$ cat config.mk
export PLATFORM = sky130hd
export DESIGN_NAME = err_irq_hub
export DESIGN_NICKNAME = d
export VERILOG_FILES = /design/src/rtl/err_irq_hub_pkg.sv /design/src/rtl/irq_enable_reg.sv /design/src/rtl/irq_status_bank.sv /design/src/rtl/err_irq_hub.sv
export SDC_FILE = /design/constraint.sdc
export NUM_CORES = 1
export LEC_CHECK = 0
export BUFFER_PORTS_ARGS = -buffer_cell sky130_fd_sc_hd__buf_4
export CELL_PAD_IN_SITES_DETAIL_PLACEMENT = 1
export CELL_PAD_IN_SITES_GLOBAL_PLACEMENT = 2
export CORE_MARGIN = 2
export CORE_UTILIZATION = 31
export DETAILED_ROUTE_END_ITERATION = 12
export PLACE_DENSITY = 0.81
export SETUP_SLACK_MARGIN = 0.4
export SYNTH_ARGS = -nofsm -noshare
export SYNTH_HDL_FRONTEND = slang
export SYNTH_SLANG_ARGS = --single-unit
$ cat constraint.sdc
create_clock -name clk -period 1.5 [get_ports clk]
set_input_delay 0 -clock clk [delete_from_list [all_inputs] [get_ports clk]]
set_output_delay 0 -clock clk [all_outputs]
set_load 0.02 [all_outputs]
$ cat src/rtl/err_irq_hub_pkg.sv
package err_irq_hub_pkg;
  localparam int NUM_SRC = 4;
  localparam int REG_W   = 8;
  localparam int ADR_W   = 2;

  localparam logic [ADR_W-1:0] A_RAW  = 2'd0;
  localparam logic [ADR_W-1:0] A_GATE = 2'd1;
  localparam logic [ADR_W-1:0] A_ESET = 2'd2;
  localparam logic [ADR_W-1:0] A_ECLR = 2'd3;

  // register bit owned by each source; other decoders rely on these positions
  function automatic int src_bit(input int s);
    case (s)
      0: return 0;
      1: return 3;
      2: return 4;
      default: return 5;
    endcase
  endfunction

  function automatic logic [REG_W-1:0] live_mask();
    logic [REG_W-1:0] m;
    m = '0;
    for (int s = 0; s < NUM_SRC; s++) m[src_bit(s)] = 1'b1;
    return m;
  endfunction
endpackage

$ cat src/rtl/irq_enable_reg.sv
module irq_enable_reg #(
  parameter int W = 8,
  parameter logic [W-1:0] LIVE = '1
) (
  input  logic         clk,
  input  logic         rst,
  input  logic         set_we,
  input  logic         clr_we,
  input  logic [W-1:0] wdata,
  output logic [W-1:0] en_q,
  output logic [W-1:0] en_nxt
);
  always_comb begin
    en_nxt = en_q;
    if (set_we) en_nxt = en_nxt | wdata;
    if (clr_we) en_nxt = en_nxt & ~wdata;
    en_nxt = en_nxt & LIVE;
  end

  always_ff @(posedge clk) begin
    if (rst) en_q <= '0;
    else     en_q <= en_nxt;
  end

  for (genvar b = 0; b < W; b++) begin : g_chk
    if (LIVE[b]) begin : g_live
      p_en_set_r2: assert property (@(posedge clk) disable iff (rst)
        (set_we && wdata[b]) |=> en_q[b]);
      p_en_clr_r3: assert property (@(posedge clk) disable iff (rst)
        (clr_we && wdata[b]) |=> !en_q[b]);
    end
  end
endmodule

$ cat src/rtl/irq_status_bank.sv
module irq_status_bank #(
  parameter int W = 8,
  parameter logic [W-1:0] LIVE = '1
) (
  input  logic         clk,
  input  logic         rst,
  input  logic [W-1:0] hw_evt,
  input  logic         force_we,
  input  logic         clr_we,
  input  logic [W-1:0] wdata,
  input  logic [W-1:0] en_q,
  output logic [W-1:0] raw_q,
  output logic [W-1:0] gate_q,
  output logic [W-1:0] raw_nxt
);
  logic [W-1:0] gate_nxt;

  for (genvar b = 0; b < W; b++) begin : g_bit
    logic hit, wipe;
    assign hit  = hw_evt[b] | (force_we & wdata[b]);
    assign wipe = clr_we & wdata[b];

    always_comb begin
      raw_nxt[b]  = LIVE[b] & (hit | (raw_q[b] & ~wipe));
      gate_nxt[b] = LIVE[b] & ((hit & en_q[b]) | (gate_q[b] & ~wipe));
    end

    always_ff @(posedge clk) begin
      if (rst) begin
        raw_q[b]  <= 1'b0;
        gate_q[b] <= 1'b0;
      end else begin
        raw_q[b]  <= raw_nxt[b];
        gate_q[b] <= gate_nxt[b];
      end
    end

    if (LIVE[b]) begin : g_chk
      p_raw_capture_r4: assert property (@(posedge clk) disable iff (rst)
        hw_evt[b] |=> raw_q[b]);
      p_gate_blocked_r5: assert property (@(posedge clk) disable iff (rst)
        (!gate_q[b] && hw_evt[b] && !en_q[b] && !(force_we && wdata[b])) |=> !gate_q[b]);
      p_w1c_r6: assert property (@(posedge clk) disable iff (rst)
        (clr_we && wdata[b] && !hw_evt[b]) |=> (!raw_q[b] && !gate_q[b]));
      p_set_wins_r9: assert property (@(posedge clk) disable iff (rst)
        (clr_we && wdata[b] && hw_evt[b] && en_q[b]) |=> (raw_q[b] && gate_q[b]));
    end
  end
endmodule

$ cat src/rtl/err_irq_hub.sv
module err_irq_hub
  import err_irq_hub_pkg::*;
#(
  parameter int N_SRC = NUM_SRC,
  parameter int DW    = REG_W,
  parameter int AW    = ADR_W
) (
  input  logic          clk,
  input  logic          rst,
  input  logic [N_SRC-1:0] src_evt,
  input  logic          reg_we,
  input  logic [AW-1:0] reg_addr,
  input  logic [DW-1:0] reg_wdata,
  output logic [DW-1:0] reg_rdata,
  output logic          irq
);
  localparam logic [DW-1:0] LIVE = DW'(live_mask());

  logic [DW-1:0] hw_vec, raw_q, gate_q, raw_nxt, en_q, en_nxt;
  logic          wr_raw, wr_gate, wr_eset, wr_eclr;

  assign wr_raw  = reg_we && (reg_addr == AW'(A_RAW));
  assign wr_gate = reg_we && (reg_addr == AW'(A_GATE));
  assign wr_eset = reg_we && (reg_addr == AW'(A_ESET));
  assign wr_eclr = reg_we && (reg_addr == AW'(A_ECLR));

  always_comb begin
    hw_vec = '0;
    for (int s = 0; s < N_SRC; s++) hw_vec[src_bit(s)] = src_evt[s];
  end

  irq_enable_reg #(.W(DW), .LIVE(LIVE)) u_en (
    .clk(clk), .rst(rst), .set_we(wr_eset), .clr_we(wr_eclr),
    .wdata(reg_wdata), .en_q(en_q), .en_nxt(en_nxt)
  );

  irq_status_bank #(.W(DW), .LIVE(LIVE)) u_stat (
    .clk(clk), .rst(rst), .hw_evt(hw_vec), .force_we(wr_raw),
    .clr_we(wr_gate), .wdata(reg_wdata), .en_q(en_q),
    .raw_q(raw_q), .gate_q(gate_q), .raw_nxt(raw_nxt)
  );

  always_ff @(posedge clk) begin
    if (rst) begin
      irq       <= 1'b0;
      reg_rdata <= '0;
    end else begin
      irq <= |(raw_nxt & en_nxt);
      case (reg_addr)
        AW'(A_RAW):  reg_rdata <= raw_q;
        AW'(A_GATE): reg_rdata <= gate_q;
        default:     reg_rdata <= en_q;
      endcase
    end
  end

  p_irq_level_r8: assert property (@(posedge clk) disable iff (rst)
    irq == |(raw_q & en_q));
  p_reserved_zero_r10: assert property (@(posedge clk) disable iff (rst)
    (reg_rdata & ~LIVE) == '0);
endmodule

Yosys cells after proc, flatten, opt, wreduce, memory -nomap -nowiden
Index checks and enable logic that the tools add are counted.
- bits of input ports: 17
- word-level logic and storage cells: 63
- register bits: 21
- reduce and logical (&&, ||, !) cells: 6
- eq/ne operators: 3
- mux-type cells: 3
- bitwise logic cells: 40
- operator list (kind ; number):
    AND 1 bit ; 20
    AND 6 bit ; 2
    two-way mux 6 bit ; 2
    bitwise OR 1 bit ; 12
    case mux 6 bit (2 select lines) ; 1
    OR reduction 8 bit ; 1
    NOT 6 bit ; 1
    bitwise OR 6 bit ; 1
    equality test 2 bit, second input constant ; 2
    logical AND 1 bit ; 4
    NOT 1 bit ; 4
    equality test 2 x 1 -> 1 bit, second input constant ; 1
    logical NOT 2 bit ; 1

Logic depth before layout (Yosys ltp)
Gate-level depths: netlist (run 1).
- depth in word-level cells: 8
- mapped depth: 6

Modules after synthesis
A second synthesis (run 1) with hierarchy kept.
- cells, all modules: 129
- area, all modules: 1167.4 um^2
- by module, submodules not included (module ; area an instance (um^2) ; cells an instance ; times used):
    irq_status_bank ; 471.7 ; 55 ; 1
    err_irq_hub ; 465.4 ; 48 ; 1
    irq_enable_reg ; 230.2 ; 26 ; 1

Worst setup path before layout (run 1)
Ideal clock, no wire load.
- path type: input to register
- start: in reg_we
- end: reg irq
- stages on the path: 5
- arrival time: 0.772 ns
- slack: 0.601 ns
- cells stage by stage: buf_4 > and4bb_1 > a211oi_2 > o22a_1 > a21oi_2
- word-level cells in the longest chain between the ends: 7
- elaborated cells between the ends (all ways): 33
- classes of those cells: 2 x mux; 26 x bitwise; 5 x reduce/logical
- ends and longest elaborated chain (what ; RTL line ; text):
    start: declaration ; err_irq_hub.sv:11 ; input logic reg_we,
    logical AND 1 bit ; err_irq_hub.sv:23 ; assign wr_gate = reg_we && (reg_addr == AW'(A_GATE));
    AND 1 bit ; irq_status_bank.sv:21 ; assign wipe = clr_we & wdata[b];
    NOT 1 bit ; irq_status_bank.sv:24 ; raw_nxt[b] = LIVE[b] & (hit | (raw_q[b] & ~wipe));
    AND 1 bit ; irq_status_bank.sv:24 ;
    bitwise OR 1 bit ; irq_status_bank.sv:24 ;
    AND 6 bit (*) ; err_irq_hub.sv:48 ; irq <= |(raw_nxt & en_nxt);
    OR reduction 8 bit (*) ; err_irq_hub.sv:48 ;
    end signal: assignment ; err_irq_hub.sv:48 ;
    end: declaration ; err_irq_hub.sv:15 ; output logic irq
Every way passes the cells marked *; elsewhere a longest branch is shown, timed or not.
A chain may end at the register's enable or synchronous reset.

Final worst setup path (run 1)
- start: in src_evt[3]
- end: reg irq
- word-level cells in the longest chain between the ends: 4
- ends and longest elaborated chain (what ; RTL line ; text):
    start: declaration ; err_irq_hub.sv:10 ; input logic [N_SRC-1:0] src_evt,
    bitwise OR 1 bit ; irq_status_bank.sv:20 ; assign hit = hw_evt[b] | (force_we & wdata[b]);
    bitwise OR 1 bit ; irq_status_bank.sv:24 ;
    AND 6 bit ; err_irq_hub.sv:48 ;
    OR reduction 8 bit ; err_irq_hub.sv:48 ;
No other way between the ends.

==> results_dict.tcl, run 1 <==
set metrics [dict create \
    outcome "completed" \
    timing.rr.end "irq" \
    timing.fmax_mhz 1051 \
    fillers 331 \
    grt_max_degree 21 \
    setup_ws_ns 0.5486 \
    finalSetupViolations 0 \
    fin_crit_sh_pct 63.43 \
    power_mw 0.8759 \
    core_area_sq_um 2686 \
    grt_pass1_wl_mm 3.070 \
    path_depth 5 \
    synth_top_cell_area_share_pct 39.71 \
    antenna_cells 0 \
    place_area_sq_um 955.9 \
    cp_top_family "buffers and inverters" \
    via_count 691 \
    drc_errors 0 \
    clkSlewWorstSetupHoldPaths_ns 0.10 \
    rows 19 \
    crit_buf_inv 2 \
    drv_slew 0 \
    muxShareOfSynthArea_pct 12.85 \
    drtPass1Iterations 4 \
    critical_path_class "primary input to flop" \
    nNetsFinal 128 \
    intPower_mw 0.6474 \
    cts_sinks 17 \
    cp_max_fo 2 \
    cp_data_arrival_time_ns 1.13 \
    cp_slowest_cell "dlygate4sd3_1" \
    cap_violations 0 \
    synth_seq_area_share_pct 39.71 \
    synth_top_family_by_area "simple AND/OR/NAND/NOR gates" \
    clkPwrFrac_pct 27.3 \
    slowest_delay_ns 0.53 \
    portBuffers 17 \
    cts_resized 0 \
    drtIter0Drc 14 \
    min_delay_path_depth 4 \
    cts_tree "yes" \
    post_cts_buffers 0 \
    sw_frac_of_total_pct 26.08 \
    grt_overflow_total 0 \
    r2r_start "u_stat.raw_q[5]" \
    drive_above_1_share_pct 22.73 \
    synth-simple-area-share_pct 20.00 \
    finClkSkew_ns 0.002805 \
    combPwrFrac_pct 17.6 \
    synth-edff-count 0 \
    power_density_nw_per_um2 848.5 \
    cts_hold_buf 5 \
    routed_via_density 4.901 \
    crit_path_end_kind "flop" \
    first_global_vias 680 \
    htreeDepth 1 \
    area_growth_pct 20.44 \
    critical_path.startpoint "src_evt[3]" \
    track_usage_pct 12.35 \
    rsz0062_at_grt "no" \
    worst-r2r-cell-count 3 \
    antenna_found_initial 0 \
    fin_tns_setup_ns 0 \
    min_from "reg_wdata[4]" \
    crit_path_start_kind "primary input" \
    final_hold_viol_count 0 \
    synth_xor_area_share_pct 0 \
    die_y_um 56.58 \
    cts-root-buf "clkbuf_4" \
    synthTopCellsByCount "dfxtp_1 (17), nor2_1 (16), mux2i_1 (11)" \
    synth-compound-area-share_pct 17.37 \
    avgSynthCellArea_sq_um 9.418 \
    synth_fa_ha_area_share_pct 0 \
    synth_cells 91 \
    wl_mm 1.829 \
    yosysMostFrequentCell "dfxtp_1" \
    clock_latency_ns 0.28 \
    start_util_pct 31.90 \
    cp.required_ns 1.68 \
    numCtsBuffers 3 \
    netlist_area_sq_um 857.1 \
    seqPwrFrac_pct 55.1 \
    dp_hpwl_mm 1.293 \
    synthTopCellsByArea "dfxtp_1 (40%), mux2i_1 (13%), nor2_1 (7.0%), a211oi_2 (5.8%), and4bb_1 (5.8%)" \
    synth.distinct_cells 18 \
    crit_path_cell_trace "dlygate4sd3_1, buf_4, a211oi_2, o22a_1, a21oi_2" \
    p_leak_nw 0.4834 \
    finalCriticalPeriod_ns 0.9514 \
    fp.dieW_um 56.58 \
    async_reset_ff_share_pct 0 \
    hp-class "primary input to flop" \
    ioPinCount 26 \
    routabilityCongestion 0.7846 \
    antenna_left 0 \
    synthFlopType "dfxtp_1" \
    yosys_warnings 0 \
    p_switching_mw 0.2285 \
    wire_per_inst_um 12.97 \
    post-place-ws_ns 0.4279 \
    die_area_sq_um 3201 \
    ir_worst_vdd_mv 0.4810 \
    hold_path_end "u_en.en_q[4]" \
    synth_area_leader_cell "dfxtp_1" \
    ctsLongestPathBuffers 2 \
    final_area_sq_um 1032 \
    synth.ff_latch_count 17 \
    ff2ff_setup_slack_ns 0.56 \
]
-- cell families after synthesis --
kind of cell / Yosys count
and+or+nand+nor: 31
AOI/OAI and AO/OA: 20
DFF: 17
muxes: 11
buffers and inverters: 11
other: 1
-- state kept, by name (all words and copies together), names as in the netlist --
name           flops
reg_rdata          4
u_en.en_q          4
u_stat.gate_q      4
u_stat.raw_q       4
irq                1
-- worst min-delay path, delay by kind of cell --
kind / cells / cell delay, ns
multiplexers: 1 / 0.09
AND/OR/NAND/NOR: 2 / 0.15
buffers and inverters: 1 / 0.12
-- power by group through the flow --
stage                     registers, mW  clock network [mW]  logic [mW]
after floorplan                   0.498                   0       0.102
after global placement            0.493                   0       0.143
after detailed placement          0.494                   0       0.145
after CTS                         0.483               0.251       0.156
after global routing              0.486               0.267       0.170
final                             0.483               0.239       0.154
-- cells in the final DEF (no fill, tap or decap), drive strengths merged --
| cell | instances |
|---|---|
| conb | 4 |
| mux2i | 11 |
| a211oi | 4 |
| nand3 | 4 |
| nand2 | 3 |
| o21ai | 2 |
| clkbuf | 4 |
| inv | 1 |
| o22a | 2 |
| o21bai | 3 |
| and4bb | 4 |
| dlygate4sd3 | 5 |
| nor2 | 16 |
| nand3b | 4 |
| buf | 17 |
| dfxtp | 17 |
| a21oi | 9 |
-- area by class of cell --
type                            instances  area, sq um  area share (%)
Clock buffer                            4        26.28           2.545
Sequential cell                        17        340.3           32.97
Multi-Input combinational cell         66        445.4           43.15
Tap cell                               31        38.79           3.758
Inverter                                1        3.754          0.3636
Timing Repair Buffer                   22        177.7           17.21
-- through the flow --
step | utilization (%) | hold WS (ns) | cells
global route | 38.43 | 0.1352 | 141
finish | 38.43 | 0.1079 | 141
detailed placement | 35.58 | 0.2321 | 132
floorplan | - | 0.1178 | 94
CTS | 38.43 | 0.09921 | 141
global placement | 35.58 | 0.2297 | 132
-- routing by layer --
metal,up-vias,wire [um],GRT usage (%)
met2,13,863,20.43
met5,-,0,0
li1,353,-,-
met3,2,74,2.074
met1,323,874,15.79
met4,0,17,5.102
-- how the worst max path moves through the flow --
stage                      to  slack (ns)
after floorplan           irq        0.60
after global placement    irq        0.42
after detailed placement  irq        0.43
after CTS                 irq        0.57
after global routing      irq        0.51
final                     irq        0.55
Note: power is estimated with default switching activity, not from simulation.
==> run 2: changes to the inputs <==
--- a/config.mk
+++ b/config.mk
@@ -9,9 +9,9 @@
 export CELL_PAD_IN_SITES_DETAIL_PLACEMENT = 1
 export CELL_PAD_IN_SITES_GLOBAL_PLACEMENT = 2
 export CORE_MARGIN = 2
-export CORE_UTILIZATION = 31
+export CORE_UTILIZATION = 29
 export DETAILED_ROUTE_END_ITERATION = 12
-export PLACE_DENSITY = 0.81
+export PLACE_DENSITY = 0.76
 export SETUP_SLACK_MARGIN = 0.4
 export SYNTH_ARGS = -nofsm -noshare
 export SYNTH_HDL_FRONTEND = slang
==> constraint.sdc (replaced) <==
create_clock -name clk -period 0.95 [get_ports clk]
set_input_delay 0 -clock clk [delete_from_list [all_inputs] [get_ports clk]]
set_output_delay 0 -clock clk [all_outputs]
set_load 0.02 [all_outputs]
==> run 2 against run 1 <==
Against the previous run: count of clock-buffer cells in the layout down 1; global-route usage rose by 0.59 points; sequential share of layout area fell by 1.9 points; first-iteration DRC count decreased by 57%; the run now ends with negative hold slack left; non-clock buffer count is 10 higher; critical path type is now flop to flop; register-to-register slack got worse by 0.52 ns; hold slack lost 0.17 ns; sequential cell count unchanged; final area up 12%; sequential power rose by 59%; total power increased by 65%.
==> results_dict.tcl, run 2 (same netlist as run 1, synthesis figures left out) <==
set metrics [dict create \
    drtPass1Iterations 4 \
    wire_per_inst_um 13.75 \
    antenna_left 0 \
    worst-r2r-cell-count 3 \
    ioPinCount 26 \
    grt_max_degree 18 \
    cp_data_arrival_time_ns 1.10 \
    drive_above_1_share_pct 50.00 \
    die_area_sq_um 3406 \
    mostFrequentLayoutCell "buf_4" \
    core_area_sq_um 2781 \
    slowest_delay_ns 0.34 \
    cp.required_ns 1.14 \
    routed_via_density 4.894 \
    area_growth_pct 34.45 \
    r2r_start "u_stat.raw_q[4]" \
    whs_ns -0.06325 \
    grt_overflow_total 0 \
    dp_hpwl_mm 1.463 \
    grt_pass1_wl_mm 3.339 \
    finClkSkew_ns 0.002658 \
    finalCriticalPeriod_ns 0.9116 \
    critical_path_class "flop to flop" \
    antenna_cells 0 \
    clkSlewWorstSetupHoldPaths_ns 0.10 \
    rows 19 \
    layout_common_cells "buf_4 (27), nor2_1 (16), dfxtp_2 (14)" \
    nNetsFinal 138 \
    timing.rr.end "irq" \
    fillers 333 \
    multi_input_area_sq_um 465.4 \
    first_global_vias 770 \
    cp_slowest_cell "dfxtp_2" \
    ff2ff_setup_slack_ns 0.04 \
    min_from "src_evt[0]" \
    cp_max_fo 2 \
    wl_mm 2.076 \
    critical_path.startpoint "u_stat.raw_q[4]" \
    p_leak_nw 0.5294 \
    drc_errors 0 \
    register_area_sq_um 357.8 \
    ir_worst_vdd_mv 0.6146 \
    cts_tree "yes" \
    fp.dieW_um 58.37 \
    numCtsBuffers 3 \
    fin_tns_setup_ns 0 \
    portBuffers 17 \
    antenna_found_initial 0 \
    timing.fmax_mhz 1097 \
    drtIter0Drc 6 \
    rsz0062_at_grt "yes" \
    cts_sinks 17 \
    finalSetupViolations 0 \
    htreeDepth 1 \
    final_hold_viol_count 6 \
    start_util_pct 30.81 \
    power_density_nw_per_um2 1257 \
    hold_path_end "u_stat.raw_q[0]" \
    via_count 739 \
    crit_path_end_kind "flop" \
    clock_latency_ns 0.29 \
    routabilityCongestion 0.7418 \
    outcome "complete, but fails checks" \
    ctsLongestPathBuffers 2 \
    cts-root-buf "clkbuf_4" \
    drv_slew 0 \
    cap_violations 0 \
    violations "negative hold slack" \
    min_delay_path_depth 3 \
    die_y_um 58.37 \
    fin_crit_sh_pct 95.96 \
    track_usage_pct 12.94 \
    crit_path_start_kind "flop" \
    hp-class "primary input to flop" \
    crit_path_cell_trace "a211oi_2, o22a_1, a21oi_2" \
]
run 2: cell types whose count changed in the layout (fill, tap and decap cells not counted), sizes merged:
cell,before,now
clkinv,0,1
dlygate4sd3,5,0
buf,17,32
clkbuf,4,3
run 2: how the worst max path moves through the flow:
stage / to / slack [ns]
3_5_place_dp: irq / -0.08
6_report: irq / 0.04
4_1_cts: irq / 0.05
5_1_grt: irq / -0.004
2_1_floorplan: irq / 0.08
3_3_place_gp: irq / -0.05
run 2: critical path: cells and delay by family, from the launching register on:
family,cells,cell delay [ns]
AOI/OAI and AO/OA,3,0.47
DFF,1,0.34
run 2: cell type report:
type / count / share of cell area [%]
timing repair buffer: 32 / 22.48
clock buffer: 3 / 1.954
multi-input combinational: 66 / 40.39
clock inverter: 1 / 0.4343
tap: 31 / 3.366
inverter: 1 / 0.3257
sequential: 17 / 31.05
run 2: timing repair:
item | CTS | global route
gates resized for setup | 18 | 6
setup buffers | 2 | 2
pin swaps | 7 | 9
setup endpoints to repair | 22 | 22
endpoints found under the hold margin | 8 | 7
run 2: per-layer routing:
metal	vias to the layer above	GRT usage [%]	routed length [um]
met5	-	0	0
met4	0	4.983	15
met3	2	1.978	60
met2	12	23.43	1105
met1	354	15.21	895
li1	371	-	-
run 2: through the flow:
stage | instance area [sq um] | worst slack (ns) | std cells | util (%) | power (mW)
after detailed placement | 1044 | -0.08166 | 143 | 37.52 | 1.046
final | 1152 | 0.03836 | 151 | 41.43 | 1.449
after CTS | 1120 | 0.04869 | 149 | 40.26 | 1.468
after global routing | 1152 | -0.003760 | 151 | 41.43 | 1.543
after floorplan | 882.1 | 0.08331 | 94 | - | 0.9534
after global placement | 1044 | -0.05399 | 143 | 37.52 | 1.039
run 2: power by group:
part	switching [mW]	total [mW]	internal, mW
registers	0.0183	0.766	0.748
logic	0.144	0.291	0.147
clock network	0.235	0.392	0.156
